`src/rtl/hbt_pkg.sv`:
```
package hbt_pkg;
   localparam int SLOT_W = 2;

   typedef enum logic [SLOT_W-1:0] {
      SLOT_0   = 2'd0,
      SLOT_1   = 2'd1,
      SLOT_2   = 2'd2,
      SLOT_BAD = 2'd3
   } slot_e;

   function automatic logic slot_is_bad(input logic [SLOT_W-1:0] s);
      return slot_e'(s) == SLOT_BAD;
   endfunction
endpackage

```
`src/rtl/hbt_page_add.sv`:
```
module hbt_page_add #(
   parameter int PAGE_W = 28,
   parameter int REL_W  = 4
) (
   input  logic [PAGE_W-1:0] page_in,
   input  logic [REL_W-1:0]  rel,
   output logic [PAGE_W-1:0] page_out
);
   logic [PAGE_W-1:0] rel_ext;

   generate
      if (PAGE_W > REL_W) begin : g_sext
         assign rel_ext = {{(PAGE_W-REL_W){rel[REL_W-1]}}, rel};
      end else begin : g_same
         assign rel_ext = rel[PAGE_W-1:0];
      end
   endgenerate

   // Modulo sum: the carry out of the top bit is dropped on purpose.
   assign page_out = page_in + rel_ext;
endmodule

```
`src/rtl/hbt_inpage_decode.sv`:
```
module hbt_inpage_decode
   import hbt_pkg::*;
#(
   parameter int OFS_W = 12,
   parameter int IDX_W = 6
) (
   input  logic [OFS_W-1:0] abs_field,
   output logic [IDX_W-1:0] idx,
   output logic             bad_slot
);
   localparam int BUNDLE_W = OFS_W - SLOT_W;

   generate
      if (IDX_W > BUNDLE_W) begin : g_bad_idx
         $error("hbt_inpage_decode: index wider than the bundle field");
      end
   endgenerate

   assign idx      = abs_field[SLOT_W +: IDX_W];
   assign bad_slot = slot_is_bad(abs_field[SLOT_W-1:0]);
endmodule

```
`src/rtl/hbt_out_stage.sv`:
```
module hbt_out_stage #(
   parameter int PC_W    = 40,
   parameter int IDX_W   = 6,
   parameter bit REG_OUT = 1'b1
) (
   input  logic             clk,
   input  logic             rst_n,
   input  logic             v_d,
   input  logic [PC_W-1:0]  tgt_d,
   input  logic [IDX_W-1:0] idx_d,
   input  logic             bad_d,
   output logic             v_q,
   output logic [PC_W-1:0]  tgt_q,
   output logic [IDX_W-1:0] idx_q,
   output logic             bad_q
);
   generate
      if (REG_OUT) begin : g_reg
         always_ff @(posedge clk or negedge rst_n) begin
            if (!rst_n) begin
               v_q   <= 1'b0;
               tgt_q <= '0;
               idx_q <= '0;
               bad_q <= 1'b0;
            end else begin
               v_q <= v_d;
               if (v_d) begin
                  tgt_q <= tgt_d;
                  idx_q <= idx_d;
                  bad_q <= bad_d;
               end
            end
         end
      end else begin : g_comb
         assign v_q   = v_d;
         assign tgt_q = tgt_d;
         assign idx_q = idx_d;
         assign bad_q = bad_d;
      end
   endgenerate
endmodule

```
`src/rtl/hybrid_branch_target.sv`:
```
module hybrid_branch_target #(
   parameter int PC_W       = 40,
   parameter int PAGE_OFS_W = 12,
   parameter int REL_W      = 4,
   parameter int IDX_W      = 6,
   parameter bit REG_OUT    = 1'b1
) (
   input  logic                        clk,
   input  logic                        rst_n,
   input  logic                        in_valid,
   input  logic [PC_W-1:0]             pc,
   input  logic [REL_W+PAGE_OFS_W-1:0] disp,
   output logic                        out_valid,
   output logic [PC_W-1:0]             target,
   output logic [IDX_W-1:0]            btb_index,
   output logic                        illegal_target
);
   localparam int PAGE_W = PC_W - PAGE_OFS_W;
   localparam int DISP_W = REL_W + PAGE_OFS_W;

   generate
      if (REL_W < 2) begin : g_chk_rel
         $error("hybrid_branch_target: relative field needs at least 2 bits");
      end
      if (PAGE_W < REL_W) begin : g_chk_page
         $error("hybrid_branch_target: page number narrower than relative field");
      end
      if (PAGE_OFS_W < hbt_pkg::SLOT_W + 1) begin : g_chk_ofs
         $error("hybrid_branch_target: page must hold at least two bundles");
      end
   endgenerate

   logic [PAGE_W-1:0] page_sum;
   logic [IDX_W-1:0]  idx_c;
   logic              bad_c;
   logic [PC_W-1:0]   tgt_c;

   hbt_page_add #(.PAGE_W(PAGE_W), .REL_W(REL_W)) u_add (
      .page_in (pc[PC_W-1:PAGE_OFS_W]),
      .rel     (disp[DISP_W-1:PAGE_OFS_W]),
      .page_out(page_sum)
   );

   hbt_inpage_decode #(.OFS_W(PAGE_OFS_W), .IDX_W(IDX_W)) u_dec (
      .abs_field(disp[PAGE_OFS_W-1:0]),
      .idx      (idx_c),
      .bad_slot (bad_c)
   );

   assign tgt_c = {page_sum, disp[PAGE_OFS_W-1:0]};

   hbt_out_stage #(.PC_W(PC_W), .IDX_W(IDX_W), .REG_OUT(REG_OUT)) u_out (
      .clk  (clk),
      .rst_n(rst_n),
      .v_d  (in_valid),
      .tgt_d(tgt_c),
      .idx_d(idx_c),
      .bad_d(bad_c),
      .v_q  (out_valid),
      .tgt_q(target),
      .idx_q(btb_index),
      .bad_q(illegal_target)
   );
endmodule

```
`config.mk`:
```
export PLATFORM = sky130hd
export DESIGN_NAME = hybrid_branch_target
export DESIGN_NICKNAME = d
export VERILOG_FILES = /design/src/rtl/hbt_pkg.sv /design/src/rtl/hbt_page_add.sv /design/src/rtl/hbt_inpage_decode.sv /design/src/rtl/hbt_out_stage.sv /design/src/rtl/hybrid_branch_target.sv
export SDC_FILE = /design/constraint.sdc
export NUM_CORES = 1
export LEC_CHECK = 0
export BUFFER_PORTS_ARGS = -buffer_cell sky130_fd_sc_hd__buf_4
export CAP_MARGIN = 20
export CORE_AREA = 4 4 107 109
export CTS_CLUSTER_DIAMETER = 60
export CTS_CLUSTER_SIZE = 20
export DETAILED_ROUTE_END_ITERATION = 7
export DIE_AREA = 0 0 111 113
export HOLD_SLACK_MARGIN = 0.08
export MAX_ROUTING_LAYER = met4
export SETUP_SLACK_MARGIN = 0.05
export SYNTH_ARGS = -nofsm -noshare
export SYNTH_HDL_FRONTEND = slang
export SYNTH_SLANG_ARGS = --single-unit
export TNS_END_PERCENT = 20
```
`constraint.sdc`:
```
create_clock -name clk -period 0.9 [get_ports clk]
set_input_delay 0.045 -clock clk [delete_from_list [all_inputs] [get_ports clk]]
set_output_delay 0.045 -clock clk [all_outputs]
set_load 0.02 [all_outputs]
```
## Yosys cells after proc, flatten, opt, wreduce, memory -nomap -nowiden

Cells that the tools add are included.

- Register bits: 48
- Bits in latches: 0
- RAM bits: 0
- Memory bits (read-only): 0
- Output and inout port bits: 48
- Memories kept: 0

- $add $sub $neg: 1
- Multiply operators: 0
- Divide/modulo/power cells: 0
- $lt $le $gt $ge: 0
- Eq/ne operators: 1
- Shift operators: 0
- Multiplexer cells: 0
- Bitwise logic cells: 0
- Reductions and logical operators: 0

Operator list:

| operator | number |
|---|---|
| adder 28 bit | 1 |
| equality test 2 bit, second input constant | 1 |

## Depth between registers and ports, before layout

Gate-level depths: netlist of the first run.

- Word-level depth: 1
- Gate-level depth with buffers: 9
- Depth with buffers taken out: 9

## Modules after synthesis

A second synthesis of the first run with hierarchy kept.

- Cell total of the unflattened synthesis: 309
- Area total of the unflattened synthesis: 3,432.0 um^2

By module, submodules not included:

| module | times used | cells each | area an instance (um^2) | seq. area each (um^2) |
|---|---|---|---|---|
| hbt_out_stage | 1 | 100 | 1,893.1 | 1,201.2 |
| hbt_page_add | 1 | 202 | 1,487.7 | 0.0 |
| hbt_inpage_decode | 1 | 7 | 51.3 | 0.0 |

## Worst setup path before layout of the first run

No wires, ideal clock.

- Path kind: input to register
- From: input port pc[12]
- To: register u_out.tgt_q[26]
- Setup time: 0.125 ns
- Arrival time: 2.152 ns
- Data required time: 0.775 ns
- Slack: -1.377 ns
- Stages on the path: 9
- Buffers on the path: 0
- Cells stage by stage: ha_1 > fa_1 > a21o_2 > a221o_1 > a211o_1 > a31oi_2 > o21ai_1 > xor2_1 > mux2_4

- Word-level cells in the longest chain between the ends: 1

Ends and longest elaborated chain:

| element | line | RTL |
|---|---|---|
| start, declared | hybrid_branch_target.sv:11 | `input logic [PC_W-1:0] pc,` |
| adder 28 bit | hbt_page_add.sv:20 | `assign page_out = page_in + rel_ext;` |
| end signal, assigned | hbt_out_stage.sv:28 | `tgt_q <= tgt_d;` |
| end, declared | hbt_out_stage.sv:13 | `output logic [PC_W-1:0] tgt_q,` |

Every way passes these cells.
A chain may end at the register's enable or synchronous reset.

## Worst setup path after layout of the first run

- From: input port pc[12]
- To: register u_out.tgt_q[34]

Same word-level chain as after synthesis.

==> results of run 1 <==
[path summary, 6_finish.rpt]
| path | endpoint | startpoint |
|---|---|---|
| setup / recovery | u_out.tgt_q[34] | pc[12] |
| hold / removal | u_out.tgt_q[12] | disp[12] |
| setup reg to reg | u_out.tgt_q[37] | u_out.tgt_q[37] |
| hold reg to reg | u_out.tgt_q[35] | u_out.tgt_q[35] |
| max in group asynchronous | u_out.idx_q[4] | rst_n |
| min in group asynchronous | u_out.tgt_q[25] | rst_n |
[cell type report]
cell class,instances,share of cell area (%)
clock buffers,5,1.25
repair buffers,206,33.8
clock inverters,3,0.385
well taps,140,3.17
flip-flops and latches,42,19.0
multi-input cells,251,42.1
inverters,5,0.340
[synth_stat cells, types with 3 or more instances]
master,instances,area share (%)
sky130_fd_sc_hd__o311ai_1,3,0.85
sky130_fd_sc_hd__nand3_1,8,1.3
sky130_fd_sc_hd__nand2_1,29,3.5
sky130_fd_sc_hd__nand4_1,5,1.0
sky130_fd_sc_hd__o211ai_1,4,0.97
sky130_fd_sc_hd__buf_4,6,1.5
sky130_fd_sc_hd__a21oi_1,23,3.7
sky130_fd_sc_hd__dfrtp_1,42,34
sky130_fd_sc_hd__nor3_1,10,1.6
sky130_fd_sc_hd__a211o_1,3,0.85
sky130_fd_sc_hd__mux2_2,32,12
sky130_fd_sc_hd__xor2_1,7,2.0
sky130_fd_sc_hd__o21ai_0,7,1.1
sky130_fd_sc_hd__ha_1,27,11
sky130_fd_sc_hd__clkbuf_1,13,1.6
sky130_fd_sc_hd__xnor2_1,15,4.3
sky130_fd_sc_hd__nor2_1,19,2.3
sky130_fd_sc_hd__a211oi_1,3,0.73
sky130_fd_sc_hd__a21o_1,15,3.7
sky130_fd_sc_hd__a41oi_1,3,0.85
sky130_fd_sc_hd__inv_1,4,0.49
sky130_fd_sc_hd__o21ai_1,6,0.97
[per-stage QoR]
step                setup TNS, ns  hold slack [ns]  setup slack (ns)  total power [mW]  std cells
floorplan                  -24.29           -0.251             -1.26              4.31        319
global placement           -29.18          -0.0647             -1.54              5.88        616
detailed placement         -30.27          -0.0643             -1.58              5.92        616
CTS                        -19.56           0.0953             -1.22              7.90        651
global route               -22.85           0.0893             -1.30              8.42        652
finish                     -20.41            0.107             -1.23              7.95        652
[per-layer routing]
metal | vias to the layer above | track usage, %
met1 | 1509 | 18.5
met3 | 14 | 2.03
met5 | - | -
li1 | 1568 | -
met4 | 0 | 5.50
met2 | 78 | 29.8
[worst reg2reg max path, cell delays in order (launching register included)]
cell,delay (ns)
sky130_fd_sc_hd__dfrtp_1,0.41
sky130_fd_sc_hd__a221oi_1,0.31
sky130_fd_sc_hd__o311ai_1,0.14
[cells by family (layout without fill, tap and decap cells)]
kind of cell               Yosys count  after routing  synth area share (%)
muxes                               33             33                  12.2
and+or+nand+nor                     80             80                  11.8
buffers and inverters               26            219                  3.89
AOI/OAI and AO/OA                   88             88                  20.2
DFF                                 42             42                  34.1
adders and majority gates           28             28                  11.6
xor gates and xnor gates            22             22                  6.25
[sequential cells by signal, indices dropped and copies added, names as in the netlist]
| name | cells |
|---|---|
| u_out.v_q | 1 |
| u_out.idx_q | 5 |
| u_out.bad_q | 1 |
| u_out.tgt_q | 35 |
[report_power, final]
group / total (mW) / switching [mW] / internal, mW
logic: 4.16 / 1.85 / 2.31
registers: 2.54 / 0.287 / 2.25
clock network: 1.25 / 0.704 / 0.546
total: 7.95 / 2.84 / 5.11
[repair_timing]
action | CTS | global route
endpoints found under the setup margin | 73 | 74
hold endpoints to repair | 55 | 0
pin swaps | 35 | 7
hold buffers | 13 | 0
buffers inserted | 14 | 1
gates resized for setup | 111 | 20
==> impl_metrics.env, run 1 <==
export IMPL_run_status="finished with violations"
export IMPL_violations_in_the_final_reports="negative setup slack"
export IMPL_io_pins=107
export IMPL_final_period_minus_worst_setup_slack_ns=2.13
export IMPL_routed_wl_met3_um=273
export IMPL_maximum_number_of_pins_on_one_net_before_global_route_repair=25
export IMPL_period_share_pct=237
export IMPL_ys_flop_type="sky130_fd_sc_hd__dfrtp_1"
export IMPL_synth_async_reset_ratio_pct=100
export IMPL_number_of_buffers_created_by_cts=5
export IMPL_power_per_cell_area_nw_per_um2=1440
export IMPL_clock_pin_slew_on_the_worst_setup_and_hold_paths_ns=0.08
export IMPL_remaining_drc_errors=0
export IMPL_grt_total_usage_pct=16.3
export IMPL_synth_seq_area_share_pct=34.1
export IMPL_place_detailed_hpwl_um=7230
export IMPL_fraction_of_layout_instances_using_a_drive_strength_above_1_pct=57.6
export IMPL_clockBufferDepth=2
export IMPL_finish_utilization_pct=52.1
export IMPL_critPathBufInv=1
export IMPL_ff2ff_path_depth=2
export IMPL_layout_common_cells="sky130_fd_sc_hd__buf_4, sky130_fd_sc_hd__buf_6, sky130_fd_sc_hd__dfrtp_1"
export IMPL_worst_setup_path_start_kind="input port"
export IMPL_ys_warnings_count=0
export IMPL_route_vias_total=3169
export IMPL_die_area_um2=12500
export IMPL_hold_viol_final=0
export IMPL_grt_pass1_vias=3455
export IMPL_fillerInstances=961
export IMPL_htreeDepth=2
export IMPL_initial_drt_markers=157
export IMPL_die_y_um=113
export IMPL_final_setup_viol_count=37
export IMPL_highest_layer="met4"
export IMPL_cp_cell_instances="buf_6, ha_4, fa_2, a21o_4, a221o_1, a211o_1, a211oi_2, o21bai_1, xor2_1, mux2_4"
export IMPL_antenna_diode_count=0
export IMPL_commonest_non_fill_non_tap_cell_in_the_layout="sky130_fd_sc_hd__buf_4"
export IMPL_synth_cell_type_count=50
export IMPL_final_wl_um=10000
export IMPL_tightestPinTransition_ns=0.471
export IMPL_fin_worst_skew_ns=0
export IMPL_hold_class="input port to flip-flop"
export IMPL_wire_length_of_the_first_global_routing_pass_um=16500
export IMPL_synth_net_count=406
export IMPL_path_max_fanout=2
export IMPL_vdd_ir_drop_worst_uv=657
export IMPL_core_um2=10600
export IMPL_critical_path_top_delay_family="compound AO/OA/AOI/OAI gates"
export IMPL_tritoncts_num_sinks=42
export IMPL_clockRootBuffer="sky130_fd_sc_hd__clkbuf_8"
export IMPL_die_w_um=111
export IMPL_critical_path_depth=10
export IMPL_max_cap_violations=0
export IMPL_port_buffers=94
export IMPL_regToRegSetupSlack_ns=-0.09
export IMPL_grt_antenna_before_repair=0
export IMPL_synth_seq_cells=42
export IMPL_timing_final_max_slew_violations=0
export IMPL_layout_area_overhead_vs_synth_pct=79.2
export IMPL_wl_per_cell_um=15.3
export IMPL_hold_path_cell_count=3
export IMPL_floorplan_rows=38
export IMPL_post_synth_inst_count=319
export IMPL_syn_area_um2=3080
export IMPL_clock_latency_ns=0.29
export IMPL_multi_input_area_um2=2330
export IMPL_met1Wirelength_um=4230
export IMPL_routabilityCongestion=0.869
export IMPL_worst_path_largest_cell_delay_ns=0.35
export IMPL_met2RoutedLength_um=5310
export IMPL_setup_worst_path_end_class="flip-flop"
export IMPL_first_pass_iters=4
export IMPL_timing_slew_headroom_pct=67.8
export IMPL_post_synthesis_average_cell_area_um2=9.67
export IMPL_cts_tree="done"
export IMPL_grt_overflow=0
export IMPL_stdcell_area_um2=5530
export IMPL_nNetsFinal=598
export IMPL_worstPathArrival_ns=2.31
export IMPL_timing_worst_setup_path_type="input port to flip-flop"
export IMPL_post_synth_edffs=0
export IMPL_timing_final_ws_setup_ns=-1.23
export IMPL_grt_setup_unrepaired="yes"
export IMPL_worst_endpoint_required_ns=1.08
export IMPL_max_freq_mhz=470
export IMPL_initial_standard_cell_utilization_of_the_core_pct=29.1
export IMPL_p_leak_nw=2.51
export IMPL_drt_via_density=4.86
export IMPL_cpMaxStageDelayCell="sky130_fd_sc_hd__fa_2"
export IMPL_final_antenna_net_count=0
export IMPL_reg_area_um2=1050
export IMPL_postPlaceCellArea_um2=4560
Power figures use the tool's default switching activity.
==> run 2: changes to the inputs <==
--- a/config.mk
+++ b/config.mk
@@ -5,13 +5,14 @@
 export SDC_FILE = /design/constraint.sdc
 export NUM_CORES = 1
 export LEC_CHECK = 0
+export ABC_AREA = 1
 export BUFFER_PORTS_ARGS = -buffer_cell sky130_fd_sc_hd__buf_4
 export CAP_MARGIN = 20
-export CORE_AREA = 4 4 107 109
+export CORE_AREA = 4 4 115 117
 export CTS_CLUSTER_DIAMETER = 60
 export CTS_CLUSTER_SIZE = 20
 export DETAILED_ROUTE_END_ITERATION = 7
-export DIE_AREA = 0 0 111 113
+export DIE_AREA = 0 0 119 121
 export HOLD_SLACK_MARGIN = 0.08
 export MAX_ROUTING_LAYER = met4
 export SETUP_SLACK_MARGIN = 0.05
==> run 2 against run 1 <==
  * The flow still finishes with violations (negative setup slack)
  * Critical path depth grew 2
  * Maximum frequency is 68% higher
  * Combinational power increased by 1%
==> impl_metrics.env, run 2 <==
export IMPL_run_status="finished with violations"
export IMPL_violations_in_the_final_reports="negative setup slack"
export IMPL_clockBufferDepth=2
export IMPL_place_detailed_hpwl_um=8930
export IMPL_ys_warnings_count=0
export IMPL_yosys_area_top_type_share_pct=29.0
export IMPL_post_synth_inst_count=584
export IMPL_hold_viol_final=0
export IMPL_die_w_um=119
export IMPL_initial_standard_cell_utilization_of_the_core_pct=29.3
export IMPL_synth_top_cell_by_area="sky130_fd_sc_hd__dfrtp_1"
export IMPL_number_of_buffers_created_by_cts=5
export IMPL_fraction_of_layout_instances_using_a_drive_strength_above_1_pct=44.4
export IMPL_syn_area_um2=3630
export IMPL_grt_antenna_before_repair=0
export IMPL_worst_setup_path_start_kind="input port"
export IMPL_tightestPinTransition_ns=0.297
export IMPL_timing_slew_headroom_pct=80.0
export IMPL_ff2ff_path_depth=2
export IMPL_final_setup_viol_count=25
export IMPL_commonest_non_fill_non_tap_cell_in_the_layout="sky130_fd_sc_hd__nand2_1"
export IMPL_grt_setup_unrepaired="yes"
export IMPL_synth_area_top_cells="sky130_fd_sc_hd__dfrtp_1, sky130_fd_sc_hd__nand2_1, sky130_fd_sc_hd__inv_1"
export IMPL_clock_pin_slew_on_the_worst_setup_and_hold_paths_ns=0.06
export IMPL_route_vias_total=4141
export IMPL_routabilityCongestion=0.898
export IMPL_timing_final_ws_setup_ns=-0.368
export IMPL_htreeDepth=2
export IMPL_period_share_pct=141
export IMPL_die_y_um=121
export IMPL_worstReg2RegEnd="u_out.tgt_q[38]"
export IMPL_post_synthesis_average_cell_area_um2=6.21
export IMPL_floorplan_rows=41
export IMPL_synth_net_count=671
export IMPL_regToRegSetupSlack_ns=0.23
export IMPL_maximum_number_of_pins_on_one_net_before_global_route_repair=43
export IMPL_worst_setup_path_startpoint="pc[12]"
export IMPL_post_synth_edffs=0
export IMPL_initial_drt_markers=299
export IMPL_synth_seq_cells=42
export IMPL_nNetsFinal=849
export IMPL_wire_length_of_the_first_global_routing_pass_um=20000
export IMPL_power_per_cell_area_nw_per_um2=1280
export IMPL_die_area_um2=14400
export IMPL_final_wl_um=12500
export IMPL_synth_async_reset_ratio_pct=100
export IMPL_layout_area_overhead_vs_synth_pct=80.0
export IMPL_io_pins=107
export IMPL_worst_setup_path_endpoint="u_out.tgt_q[24]"
export IMPL_worst_hold_slack_ns=0.0824
export IMPL_vdd_ir_drop_worst_uv=663
export IMPL_final_antenna_net_count=0
export IMPL_max_cap_violations=0
export IMPL_grt_overflow=0
export IMPL_hold_class="input port to flip-flop"
export IMPL_port_buffers=94
export IMPL_wl_per_cell_um=13.4
export IMPL_top_regs="u_out.tgt_q: 35 flops, u_out.idx_q: 5 flops"
export IMPL_synth_seq_area_share_pct=29.0
export IMPL_ys_flop_type="sky130_fd_sc_hd__dfrtp_1"
export IMPL_clock_latency_ns=0.28
export IMPL_p_leak_nw=3.39
export IMPL_antenna_diode_count=0
export IMPL_grt_total_usage_pct=17.5
export IMPL_timing_worst_setup_path_type="input port to flip-flop"
export IMPL_worstPathArrival_ns=1.44
export IMPL_cts_tree="done"
export IMPL_core_um2=12400
export IMPL_register_with_the_highest_flop_count="u_out.tgt_q"
export IMPL_grt_pass1_vias=4037
export IMPL_max_freq_mhz=789
export IMPL_fin_worst_skew_ns=0
export IMPL_worst_endpoint_required_ns=1.07
export IMPL_top_post_synthesis_cells_by_count="sky130_fd_sc_hd__nand2_1, sky130_fd_sc_hd__inv_1, sky130_fd_sc_hd__dfrtp_1, sky130_fd_sc_hd__nand3_1, sky130_fd_sc_hd__nor2_1"
export IMPL_path_max_fanout=4
export IMPL_setup_worst_path_end_class="flip-flop"
export IMPL_tritoncts_num_sinks=42
export IMPL_final_period_minus_worst_setup_slack_ns=1.27
export IMPL_synth_cell_type_count=33
export IMPL_regToRegStartpoint="u_out.tgt_q[38]"
export IMPL_clockRootBuffer="sky130_fd_sc_hd__clkbuf_16"
export IMPL_first_pass_iters=4
export IMPL_drt_via_density=4.43
export IMPL_yosys_cell_count_top_type="sky130_fd_sc_hd__nand2_1"
export IMPL_layout_common_cells="sky130_fd_sc_hd__nand2_1, sky130_fd_sc_hd__buf_4, sky130_fd_sc_hd__inv_1"
export IMPL_remaining_drc_errors=0
export IMPL_largest_register_ff_count=35
export IMPL_timing_final_max_slew_violations=0
export IMPL_place_ws_ns=-0.864
-- run 2: stage by stage --
step	power (mW)	setup TNS, ns	instances	utilization (%)	cell area, um2
2_1_floorplan	4.03	-7.67	584	-	3640
3_3_place_gp	5.44	-18.86	897	40.2	4970
3_5_place_dp	5.44	-19.10	897	40.2	4970
4_1_cts	8.08	-5.70	930	50.2	6200
5_1_grt	8.82	-8.37	935	52.8	6530
6_report	8.33	-6.06	935	52.8	6530
-- run 2: layout make-up --
cell class              count  area, um2
fillers                  1141       5830
well taps                 172        215
clock inverters             3       21.3
multi-input cells         435       3000
clock buffers               5        125
flip-flops and latches     42       1050
inverters                  93        354
repair buffers            185       1760
-- run 2: worst max-delay path, stage by stage --
cell and delay, ns:
sky130_fd_sc_hd__buf_6 0.10, sky130_fd_sc_hd__ha_4 0.15, sky130_fd_sc_hd__fa_2 0.38, sky130_fd_sc_hd__nand2_2 0.08, sky130_fd_sc_hd__nand3_2 0.07, sky130_fd_sc_hd__nand3_2 0.09
sky130_fd_sc_hd__nand2_4 0.07, sky130_fd_sc_hd__nand2_1 0.06, sky130_fd_sc_hd__nand2_1 0.05, sky130_fd_sc_hd__or2_1 0.21, sky130_fd_sc_hd__nand3_2 0.07, sky130_fd_sc_hd__nand2_1 0.05
-- run 2: worst min path at each step --
| stage | start | end | slack, ns | cells past startpoint |
|---|---|---|---|---|
| finish | disp[12] | u_out.tgt_q[12] | 0.08 | 4 |
| global route | disp[12] | u_out.tgt_q[12] | 0.11 | 4 |
| detailed placement | rst_n | u_out.tgt_q[7] | 0.02 | 2 |
| CTS | disp[12] | u_out.tgt_q[12] | 0.08 | 4 |
| floorplan | rst_n | u_out.bad_q | -0.25 | 0 |
| global placement | rst_n | u_out.idx_q[3] | 0.02 | 2 |
-- run 2: timing repair --
| item | 4_1_cts | 5_1_grt |
|---|---|---|
| pin swaps | 30 | 33 |
| hold buffers | 13 | 0 |
| endpoints found under the hold margin | 55 | 0 |
| cloned | 3 | 0 |
| gates resized for setup | 165 | 81 |
| buffers inserted | 9 | 5 |
| setup endpoints to repair | 73 | 74 |
-- run 2: routing by layer --
metal / share of wire, % / global-route usage (%) / vias to the layer above
met5: 0 / - / -
met4: 1.6 / 3.91 / 0
met3: 5.6 / 1.68 / 17
met2: 49 / 29.2 / 138
met1: 44 / 23.2 / 1850
li1: - / - / 2136
-- run 2: logic make-up (layout without fill, tap and decap cells) --
family          Yosys count  in the layout  synth area share, %
fa+ha+maj                28             28                 9.86
simple gates            368            368                 42.8
flops                    42             42                 29.0
buf+inv                 107            286                 11.7
xor+xnor                  9              9                 2.17
compound gates           30             30                 4.48
-- run 2: report_power, final --
group | switching (mW) | leakage [nW] | internal (mW)
combinational | 2.14 | 2.81 | 2.06
clock | 0.718 | 0.0698 | 1.03
sequential | 0.224 | 0.508 | 2.16
total | 3.09 | 3.39 | 5.25
